## config.mk

```make
export PLATFORM = sky130hd
export DESIGN_NAME = qpos_counter
export DESIGN_NICKNAME = d
export VERILOG_FILES = /design/src/rtl/qpos_pkg.sv /design/src/rtl/qpos_sync.sv /design/src/rtl/qpos_ctrl.sv /design/src/rtl/qpos_dpath.sv /design/src/rtl/qpos_counter.sv
export SDC_FILE = /design/constraint.sdc
export NUM_CORES = 1
export LEC_CHECK = 0
export ABC_CLOCK_PERIOD_IN_PS = 2710
export BUFFER_PORTS_ARGS = -buffer_cell sky130_fd_sc_hd__buf_2
export CAP_MARGIN = 20
export CORE_MARGIN = 5
export CORE_UTILIZATION = 30
export CTS_CLUSTER_DIAMETER = 150
export DETAILED_ROUTE_END_ITERATION = 12
export GPL_ROUTABILITY_DRIVEN = 0
export PLACE_DENSITY = 0.59
export SLEW_MARGIN = 20
export SYNTH_ARGS = -nofsm -noshare
export SYNTH_HDL_FRONTEND = slang
export SYNTH_SLANG_ARGS = --single-unit
```

## constraint.sdc

```tcl
create_clock -name clk -period 2.71 [get_ports clk]
set_input_delay 0.4065 -clock clk [delete_from_list [all_inputs] [get_ports clk]]
set_output_delay 0.4065 -clock clk [all_outputs]
set_load 0.005 [all_outputs]
```

## src/rtl/qpos_pkg.sv

```systemverilog
package qpos_pkg;

  typedef enum logic [1:0] {
    CNT_OFF   = 2'b00,
    CNT_UPDN  = 2'b01,
    CNT_PHASE = 2'b10,
    CNT_DIR   = 2'b11
  } cntMode_e;

  // Strobes from control to datapath, valid for one cycle
  typedef struct packed {
    logic clear;      // Z clear edge
    logic load;       // accepted write
    logic step;       // count step allowed
    logic stepUp;     // direction of step
    logic dirForget;  // direction indication invalid
  } qposStrobe_t;

  function automatic logic edgeHit(input logic [1:0] sel, input logic nowVal,
                                   input logic prevVal);
    logic hit;
    case (sel)
      2'b01:   hit = prevVal & ~nowVal;
      2'b10:   hit = ~prevVal & nowVal;
      2'b11:   hit = prevVal ^ nowVal;
      default: hit = 1'b0;
    endcase
    return hit;
  endfunction

endpackage

```

## src/rtl/qpos_sync.sv

```systemverilog
module qpos_sync #(
  parameter int STAGES = 2,
  parameter int WIDTH  = 3
) (
  input  logic             clk,
  input  logic             rstN,
  input  logic [WIDTH-1:0] din,
  output logic [WIDTH-1:0] dout
);
  logic [WIDTH-1:0] stage [STAGES];

  for (genvar g = 0; g < STAGES; g++) begin : gStage
    if (g == 0) begin : gFirst
      always_ff @(posedge clk or negedge rstN) begin
        if (!rstN) stage[g] <= '0;
        else       stage[g] <= din;
      end
    end else begin : gNext
      always_ff @(posedge clk or negedge rstN) begin
        if (!rstN) stage[g] <= '0;
        else       stage[g] <= stage[g-1];
      end
    end
  end

  assign dout = stage[STAGES-1];
endmodule

```

## src/rtl/qpos_ctrl.sv

```systemverilog
module qpos_ctrl
  import qpos_pkg::*;
#(
  parameter int SYNC_STAGES = 2
) (
  input  logic        clk,
  input  logic        rstN,
  input  logic        pinA,
  input  logic        pinB,
  input  logic        pinZ,
  input  logic        swapAB,
  input  logic [1:0]  countMode,
  input  logic [1:0]  aEdgeSel,
  input  logic [1:0]  bEdgeSel,
  input  logic        zGateMode,
  input  logic [1:0]  zSel,
  input  logic        stopCount,
  input  logic        wrEn,
  output qposStrobe_t strobe
);
  localparam int NUM_IN = 3;  // [0] A, [1] B, [2] Z
  localparam int IDX_A  = 0;
  localparam int IDX_B  = 1;
  localparam int IDX_Z  = 2;

  logic [NUM_IN-1:0] routed, syncNow, syncPrev;
  logic aHit, bHit, zHit;
  logic evt, up, gateOpen;

  assign routed = swapAB ? {pinZ, pinA, pinB} : {pinZ, pinB, pinA};

  qpos_sync #(.STAGES(SYNC_STAGES), .WIDTH(NUM_IN)) uSync (
    .clk  (clk),
    .rstN (rstN),
    .din  (routed),
    .dout (syncNow)
  );

  always_ff @(posedge clk or negedge rstN) begin
    if (!rstN) syncPrev <= '0;
    else       syncPrev <= syncNow;
  end

  assign aHit = edgeHit(aEdgeSel, syncNow[IDX_A], syncPrev[IDX_A]);
  assign bHit = edgeHit(bEdgeSel, syncNow[IDX_B], syncPrev[IDX_B]);
  assign zHit = edgeHit(zSel,     syncNow[IDX_Z], syncPrev[IDX_Z]);

  always_comb begin
    evt = 1'b0;
    up  = 1'b0;
    case (cntMode_e'(countMode))
      CNT_UPDN: begin
        evt = aHit ^ bHit;
        up  = aHit;
      end
      CNT_PHASE: begin
        evt = aHit ^ bHit;
        up  = aHit ? (syncNow[IDX_A] ^ syncNow[IDX_B])
                   : (syncNow[IDX_A] ~^ syncNow[IDX_B]);
      end
      CNT_DIR: begin
        evt = bHit;
        up  = syncNow[IDX_A];
      end
      default: ;
    endcase
  end

  always_comb begin
    gateOpen = 1'b1;
    if (zGateMode) begin
      case (zSel)
        2'b01:   gateOpen = ~syncNow[IDX_Z];
        2'b10:   gateOpen = syncNow[IDX_Z];
        default: gateOpen = 1'b1;
      endcase
    end
  end

  assign strobe.clear     = ~zGateMode & zHit;
  assign strobe.load      = wrEn & stopCount;
  assign strobe.step      = evt & gateOpen & ~stopCount;
  assign strobe.stepUp    = up;
  assign strobe.dirForget = (cntMode_e'(countMode) == CNT_OFF);
endmodule

```

## src/rtl/qpos_dpath.sv

```systemverilog
module qpos_dpath
  import qpos_pkg::*;
#(
  parameter int W = 16
) (
  input  logic        clk,
  input  logic        rstN,
  input  qposStrobe_t strobe,
  input  logic [W-1:0] maxPos,
  input  logic [W-1:0] wrData,
  output logic [W-1:0] position,
  output logic        ovfPulse,
  output logic        unfPulse,
  output logic        wrapDir,
  output logic        lastDir,
  output logic        lastDirValid
);
  localparam logic [W-1:0] ONE = W'(1);

  logic [W-1:0] posNext;
  logic ovfNext, unfNext, stepApplied;

  assign stepApplied = strobe.step & ~strobe.clear;

  always_comb begin
    posNext = position;
    ovfNext = 1'b0;
    unfNext = 1'b0;
    if (strobe.clear) begin
      posNext = '0;
    end else if (strobe.load) begin
      posNext = wrData;
    end else if (strobe.step) begin
      if (strobe.stepUp) begin
        if (position >= maxPos) begin
          posNext = '0;
          ovfNext = 1'b1;
        end else begin
          posNext = position + ONE;
        end
      end else begin
        if (position == '0) begin
          posNext = maxPos;
          unfNext = 1'b1;
        end else begin
          posNext = position - ONE;
        end
      end
    end
  end

  always_ff @(posedge clk or negedge rstN) begin
    if (!rstN) begin
      position     <= '0;
      ovfPulse     <= 1'b0;
      unfPulse     <= 1'b0;
      wrapDir      <= 1'b0;
      lastDir      <= 1'b0;
      lastDirValid <= 1'b0;
    end else begin
      position <= posNext;
      ovfPulse <= ovfNext;
      unfPulse <= unfNext;
      wrapDir  <= ovfNext;
      if (stepApplied) lastDir <= strobe.stepUp;
      if (strobe.dirForget)  lastDirValid <= 1'b0;
      else if (stepApplied)  lastDirValid <= 1'b1;
    end
  end
endmodule

```

## src/rtl/qpos_counter.sv

```systemverilog
module qpos_counter
  import qpos_pkg::*;
#(
  parameter int W           = 16,
  parameter int SYNC_STAGES = 2
) (
  input  logic         clk,
  input  logic         rstN,
  input  logic         pinA,
  input  logic         pinB,
  input  logic         pinZ,
  input  logic [1:0]   countMode,
  input  logic         swapAB,
  input  logic [1:0]   aEdgeSel,
  input  logic [1:0]   bEdgeSel,
  input  logic         zGateMode,
  input  logic [1:0]   zSel,
  input  logic         stopCount,
  input  logic [W-1:0] maxPos,
  input  logic         wrEn,
  input  logic [W-1:0] wrData,
  output logic [W-1:0] position,
  output logic         ovfPulse,
  output logic         unfPulse,
  output logic         wrapDir,
  output logic         lastDir,
  output logic         lastDirValid
);
  qposStrobe_t strobe;

  qpos_ctrl #(.SYNC_STAGES(SYNC_STAGES)) uCtrl (
    .clk       (clk),
    .rstN      (rstN),
    .pinA      (pinA),
    .pinB      (pinB),
    .pinZ      (pinZ),
    .swapAB    (swapAB),
    .countMode (countMode),
    .aEdgeSel  (aEdgeSel),
    .bEdgeSel  (bEdgeSel),
    .zGateMode (zGateMode),
    .zSel      (zSel),
    .stopCount (stopCount),
    .wrEn      (wrEn),
    .strobe    (strobe)
  );

  qpos_dpath #(.W(W)) uDpath (
    .clk          (clk),
    .rstN         (rstN),
    .strobe       (strobe),
    .maxPos       (maxPos),
    .wrData       (wrData),
    .position     (position),
    .ovfPulse     (ovfPulse),
    .unfPulse     (unfPulse),
    .wrapDir      (wrapDir),
    .lastDir      (lastDir),
    .lastDirValid (lastDirValid)
  );
endmodule

```

==> impl_metrics.ini, run 1 <==
[outcome]
status = finished, final reports clean

[synth]
synth_seq_cells = 29
netlist_area_mm2 = 0.00299
ys_seq_area_share_pct = 24.2
synthTopCellsByArea = dfrtp_1 (24%), ha_1 (14%), a21oi_1 (5.2%)
synth_top_area_share_pct = 24.2
ys_async_sr_fraction_pct = 100
synth_top_flop_cell = dfrtp_1
synth.most_common_cell = nand2_1
synthCells = 370
yosys_warnings = 0
synth.avg_cell_area_um2 = 8.09
ys_top_cells_by_count = nand2_1 (36), inv_1 (34), ha_1 (33)
yosys.area.top_type = dfrtp_1
synth-edff-count = 0
synth_nets = 452
synthDistinctLibCells = 60

[routing]
vias = 3162
routed_wl_um = 9990
ant_nets = 0
drtIter0Drc = 208
drc = 0
dr.pass1.iters = 4
vias_per_cell = 5.33
wire_per_inst_um = 16.8

[layout]
fin_util_pct = 38.4
drive_gt1_share_pct = 26.7
diodes = 0
multi_input_area_mm2 = 0.00202
nNetsFinal = 541
area_growth_pct = 25.5
stdcell_area_mm2 = 0.00376
register_area_um2 = 726
fillers = 1053

[power_and_ir_drop]
p_leak_nw = 1.83
vdd_drop_max_mv = 0.270
power_density_mw_per_mm2 = 775

[cts]
cts_resized = 0
cts_tree = built
path_clk_slew_ns = 0.07
cts_hold_buf = 0
cts_setup_buffers = 0
cts_inserted_buffers = 5
cts.path.max_buffers = 2
clk_latency_ns = 0.29
cts_sinks = 29
cts-root-buf = clkbuf_8
htree_num_levels = 2

[placed_design]
place_area_mm2 = 0.00364
hpwl_um = 7860
io_buffer_count = 69

[die]
dieHeight_um = 110
placeableCoreArea_mm2 = 0.00977
fp.dieArea_mm2 = 0.0121
num_rows = 36
io_pins = 70
die_w_um = 110
initial_utilization_pct = 30.6

[global_route]
track_usage_pct = 17.2
grt_max_degree = 30
grt_pass1_vias = 3252
grt_overflow = 0
grt_pass1_wl_um = 16100
antenna_found_initial = 0

[sta]
worst_clock_skew_ns = 0.00504
finalCritPeriodShare_pct = 93.5
setup_viol = 0
maxSlewViolCount = 0
rsz0062_at_grt = no
fmax_mhz = 394
finalHoldViolations = 0
slew_headroom_pct = 45.4
worst_pin_slew_ns = 0.818
tns_ns = 0
period_minus_slack_ns = 2.54

[critical_path]
ff2ff_path_depth = 9
path_max_fanout = 12
cp-end-kind = flop
crit_path_start_kind = flop
cp.arrival_ns = 2.72
crit_required_ns = 2.89
path_class = reg -> reg

[min_path]
hold_class = in -> async

[run]
cap_violations = 0
-- layout make-up --
cell class	instances	share of cell area (%)
Clock inverter	2	0.999
Inverter	34	3.40
Timing Repair Buffer	102	15.8
Clock buffer	6	2.20
Tap cell	133	4.43
Sequential cell	29	19.3
Multi-Input combinational cell	287	53.9
-- per-stage QoR --
stage	power, mW	hold slack (ns)	worst slack (ns)	std cells
after floorplan	1.83	0.111	0.377	370
after global placement	2.38	0.332	0.141	585
after detailed placement	2.42	0.336	0.0765	585
after CTS	2.92	0.187	0.190	593
after global routing	3.16	0.209	0.00706	593
final	2.91	0.178	0.175	593
-- per-layer routing --
metal	part of all wire [%]	vias to the layer above	GRT usage (%)
met3	5.5	21	3.11
met1	44	1512	21.8
met2	48	101	29.1
li1	-	1528	-
met4	2.7	0	6.14
met5	0	-	0
-- report_power, final --
group	switching [mW]	leakage, nW	total (mW)	internal [mW]
Sequential	0.143	0.368	0.676	0.533
Combinational	0.946	1.40	1.74	0.794
Clock	0.194	0.0574	0.493	0.299
-- worst paths after layout --
path | endpoint | from | slack (ns)
worst min register to register | uCtrl.uSync.dout[1] | uCtrl.uSync.stage[4] | 0.35
worst max register to register | uDpath.position[12] | uCtrl.uSync.dout[0] | 0.17
worst max-delay path | uDpath.position[12] | uCtrl.uSync.dout[0] | 0.17
max in group asynchronous | uDpath.position[6] | rstN | 2.05
worst min-delay path | uCtrl.uSync.dout[2] | rstN | 0.18
min in group clk | uCtrl.uSync.stage[5] | pinZ | 0.22
-- worst max-delay path, stage by stage (launching register included) --
cell      delay (ns)
dfrtp_1         0.43
ha_1            0.28
nor2b_1         0.15
o21ai_1         0.14
and4_1          0.19
or3_1           0.35
buf_4           0.21
a211oi_1        0.21
a211oi_1        0.10
o32ai_1         0.35
-- cells in the final DEF (no fill, tap or decap), types with 5 or more instances in the layout --
| master | instances |
|---|---|
| ha_1 | 33 |
| clkbuf_8 | 6 |
| a221oi_1 | 5 |
| nor2_1 | 21 |
| nor4_1 | 5 |
| o211ai_1 | 5 |
| o21ai_1 | 7 |
| buf_2 | 69 |
| a211oi_1 | 11 |
| o32ai_1 | 6 |
| a21oi_1 | 31 |
| nand3_1 | 17 |
| inv_1 | 34 |
| o21ai_0 | 6 |
| nor3_1 | 5 |
| nand2_1 | 36 |
| nand2b_1 | 5 |
| and3_1 | 9 |
| dfrtp_1 | 29 |
| nor2b_1 | 6 |
| xnor2_1 | 17 |
| buf_4 | 33 |
-- state kept, by name (all words and copies together), names as in the netlist --
signal	flops
uDpath.unfPulse	1
uDpath.lastDirValid	1
uCtrl.uSync.dout	3
uDpath.lastDir	1
uCtrl.syncPrev	3
uDpath.ovfPulse	1
uCtrl.uSync.stage	3
uDpath.position	16
-- logic make-up after synthesis --
family | synth area share [%]
AND/OR/NAND/NOR | 22.3
buffers and inverters | 8.15
AO/OA/AOI/OAI | 24.5
multiplexers | 1.42
flip-flops | 24.2
adder cells (fa/ha/maj) | 13.8
XOR/XNOR | 5.56
Power figures use the tool's default switching activity.
==> inputs of run 2 (changes only) <==
- RECOVER_POWER: unset -> 50
==> impl_metrics.ini, run 2 (synthesis results as in run 1) <==
[global_route]
grt_pass1_wl_um = 16100
track_usage_pct = 17.2
antenna_found_initial = 0
grt_pass1_vias = 3252
grt_overflow = 0
grt_max_degree = 30

[sta]
worst_clock_skew_ns = 0.00550
rsz0062_at_grt = no
maxSlewViolCount = 30
worst_pin_slew_ns = 1.80
tns_ns = 0
fmax_mhz = 393
finalHoldViolations = 0
slew_headroom_pct = -19.9
finalCritPeriodShare_pct = 93.8
period_minus_slack_ns = 2.54
setup_viol = 0

[cts]
cts_tree = built
cts_setup_buffers = 0
htree_num_levels = 2
cts.path.max_buffers = 2
cts-root-buf = clkbuf_8
cts_resized = 0
cts_sinks = 29
path_clk_slew_ns = 0.07
clk_latency_ns = 0.29
cts_hold_buf = 0
cts_inserted_buffers = 5

[layout]
layout_commonest_cell = buf_2
nNetsFinal = 541
register_area_um2 = 726
multi_input_area_mm2 = 0.00202
diodes = 0
regMostFlops = uDpath.position
fin_util_pct = 38.4
drive_gt1_share_pct = 26.3
largest_reg_flops = 16
fillers = 1055
stdcell_area_mm2 = 0.00375
final_cells = 593
final_cell_mix = buf_2 (67), nand2_1 (36), inv_1 (34)
area_growth_pct = 25.4

[critical_path]
crit_cells = 9
path_class = reg -> reg
cp.arrival_ns = 2.72
path_buf_inv = 1
crit_path_start_kind = flop
path_max_fanout = 12
path_cells = ha_1, nor2b_1, o21ai_1, and4_1, or3_1, buf_4, a211oi_1, a211oi_1, o32ai_1
cp_common_cell = a211oi_1
regToRegEndpoint = uDpath.position[12]
ff2ff_path_depth = 9
rrSetupSlack_ns = 0.17
cp_slowest_cell = dfrtp_1
max_stage_delay_ns = 0.43
cp-end-kind = flop
r2r-start = uCtrl.uSync.dout[0]
cp_top_family = compound AO/OA/AOI/OAI gates
crit_required_ns = 2.89

[die]
die_w_um = 110
dieHeight_um = 110
num_rows = 36
fp.dieArea_mm2 = 0.0121
initial_utilization_pct = 30.6
io_pins = 70
placeableCoreArea_mm2 = 0.00977

[min_path]
holdPathStages = 1
hold_class = in -> reg
hp-start = pinZ
holdPathEnd = uCtrl.uSync.stage[5]

[routing]
ant_nets = 0
vias_per_cell = 5.32
dr.pass1.iters = 4
vias = 3156
wire_per_inst_um = 16.8
drtIter0Drc = 208
routed_wl_um = 9970
drc = 0

[power_and_ir_drop]
power.net_switching_mw = 1.28
power_frac_comb_pct = 59.8
pwr-share-seq_pct = 23.2
vdd_drop_max_mv = 0.272
power.total_mw = 2.91
p_sw_share_pct = 44.1
p_int_mw = 1.63
power_density_mw_per_mm2 = 775
p_leak_nw = 1.82
p_clk_share_pct = 17.0

[outcome]
status = complete, but fails checks
violations = capacitance limit, slew limit

[placed_design]
hpwl_um = 7860
io_buffer_count = 69
placed_cells = 585
place_area_mm2 = 0.00364

[run]
cap_violations = 1
==> run 2: power by group through the flow <==
stage | Clock, mW | Sequential [mW] | Combinational (mW)
6_report | 0.494 | 0.676 | 1.74
3_5_place_dp | 0 | 0.684 | 1.73
4_1_cts | 0.508 | 0.676 | 1.74
3_3_place_gp | 0 | 0.680 | 1.70
5_1_grt | 0.525 | 0.695 | 1.94
2_1_floorplan | 0 | 0.658 | 1.18
==> run 2: routing by layer <==
layer / track usage (%) / vias to the layer above / wire, µm
li1: - / 1527 / -
met1: 21.8 / 1501 / 4250
met2: 29.1 / 109 / 4800
met3: 3.11 / 19 / 686
met4: 6.14 / 0 / 234
met5: 0 / - / 0
==> run 2: cell type report <==
type | instances | area share, %
inverters | 34 | 3.40
well taps | 133 | 4.43
clock inverters | 2 | 1.00
flip-flops and latches | 29 | 19.3
clock buffers | 6 | 2.20
repair buffers | 102 | 15.7
multi-input cells | 287 | 53.9
==> run 2: per-stage QoR <==
stage | setup WS (ns) | hold WS, ns
after floorplan | 0.377 | 0.111
after global placement | 0.141 | 0.332
after detailed placement | 0.0765 | 0.336
after CTS | 0.190 | 0.187
after global routing | 0.00706 | 0.209
final | 0.167 | 0.218
==> run 2: worst register-to-register path, delay by kind of cell (launching register included) <==
| family | cells | cell delay, ns |
|---|---|---|
| AO/OA/AOI/OAI | 4 | 0.81 |
| adder cells (fa/ha/maj) | 1 | 0.29 |
| buffers and inverters | 1 | 0.21 |
| flip-flops | 1 | 0.43 |
| AND/OR/NAND/NOR | 3 | 0.69 |
==> run 2: worst max-delay path by stage <==
stage                             start                   to
floorplan            uDpath.position[1]   uDpath.position[6]
global placement              maxPos[1]   uDpath.position[6]
global route        uCtrl.uSync.dout[0]  uDpath.position[12]
finish              uCtrl.uSync.dout[0]  uDpath.position[12]
detailed placement            maxPos[1]   uDpath.position[6]
CTS                 uCtrl.uSync.dout[0]  uDpath.position[12]
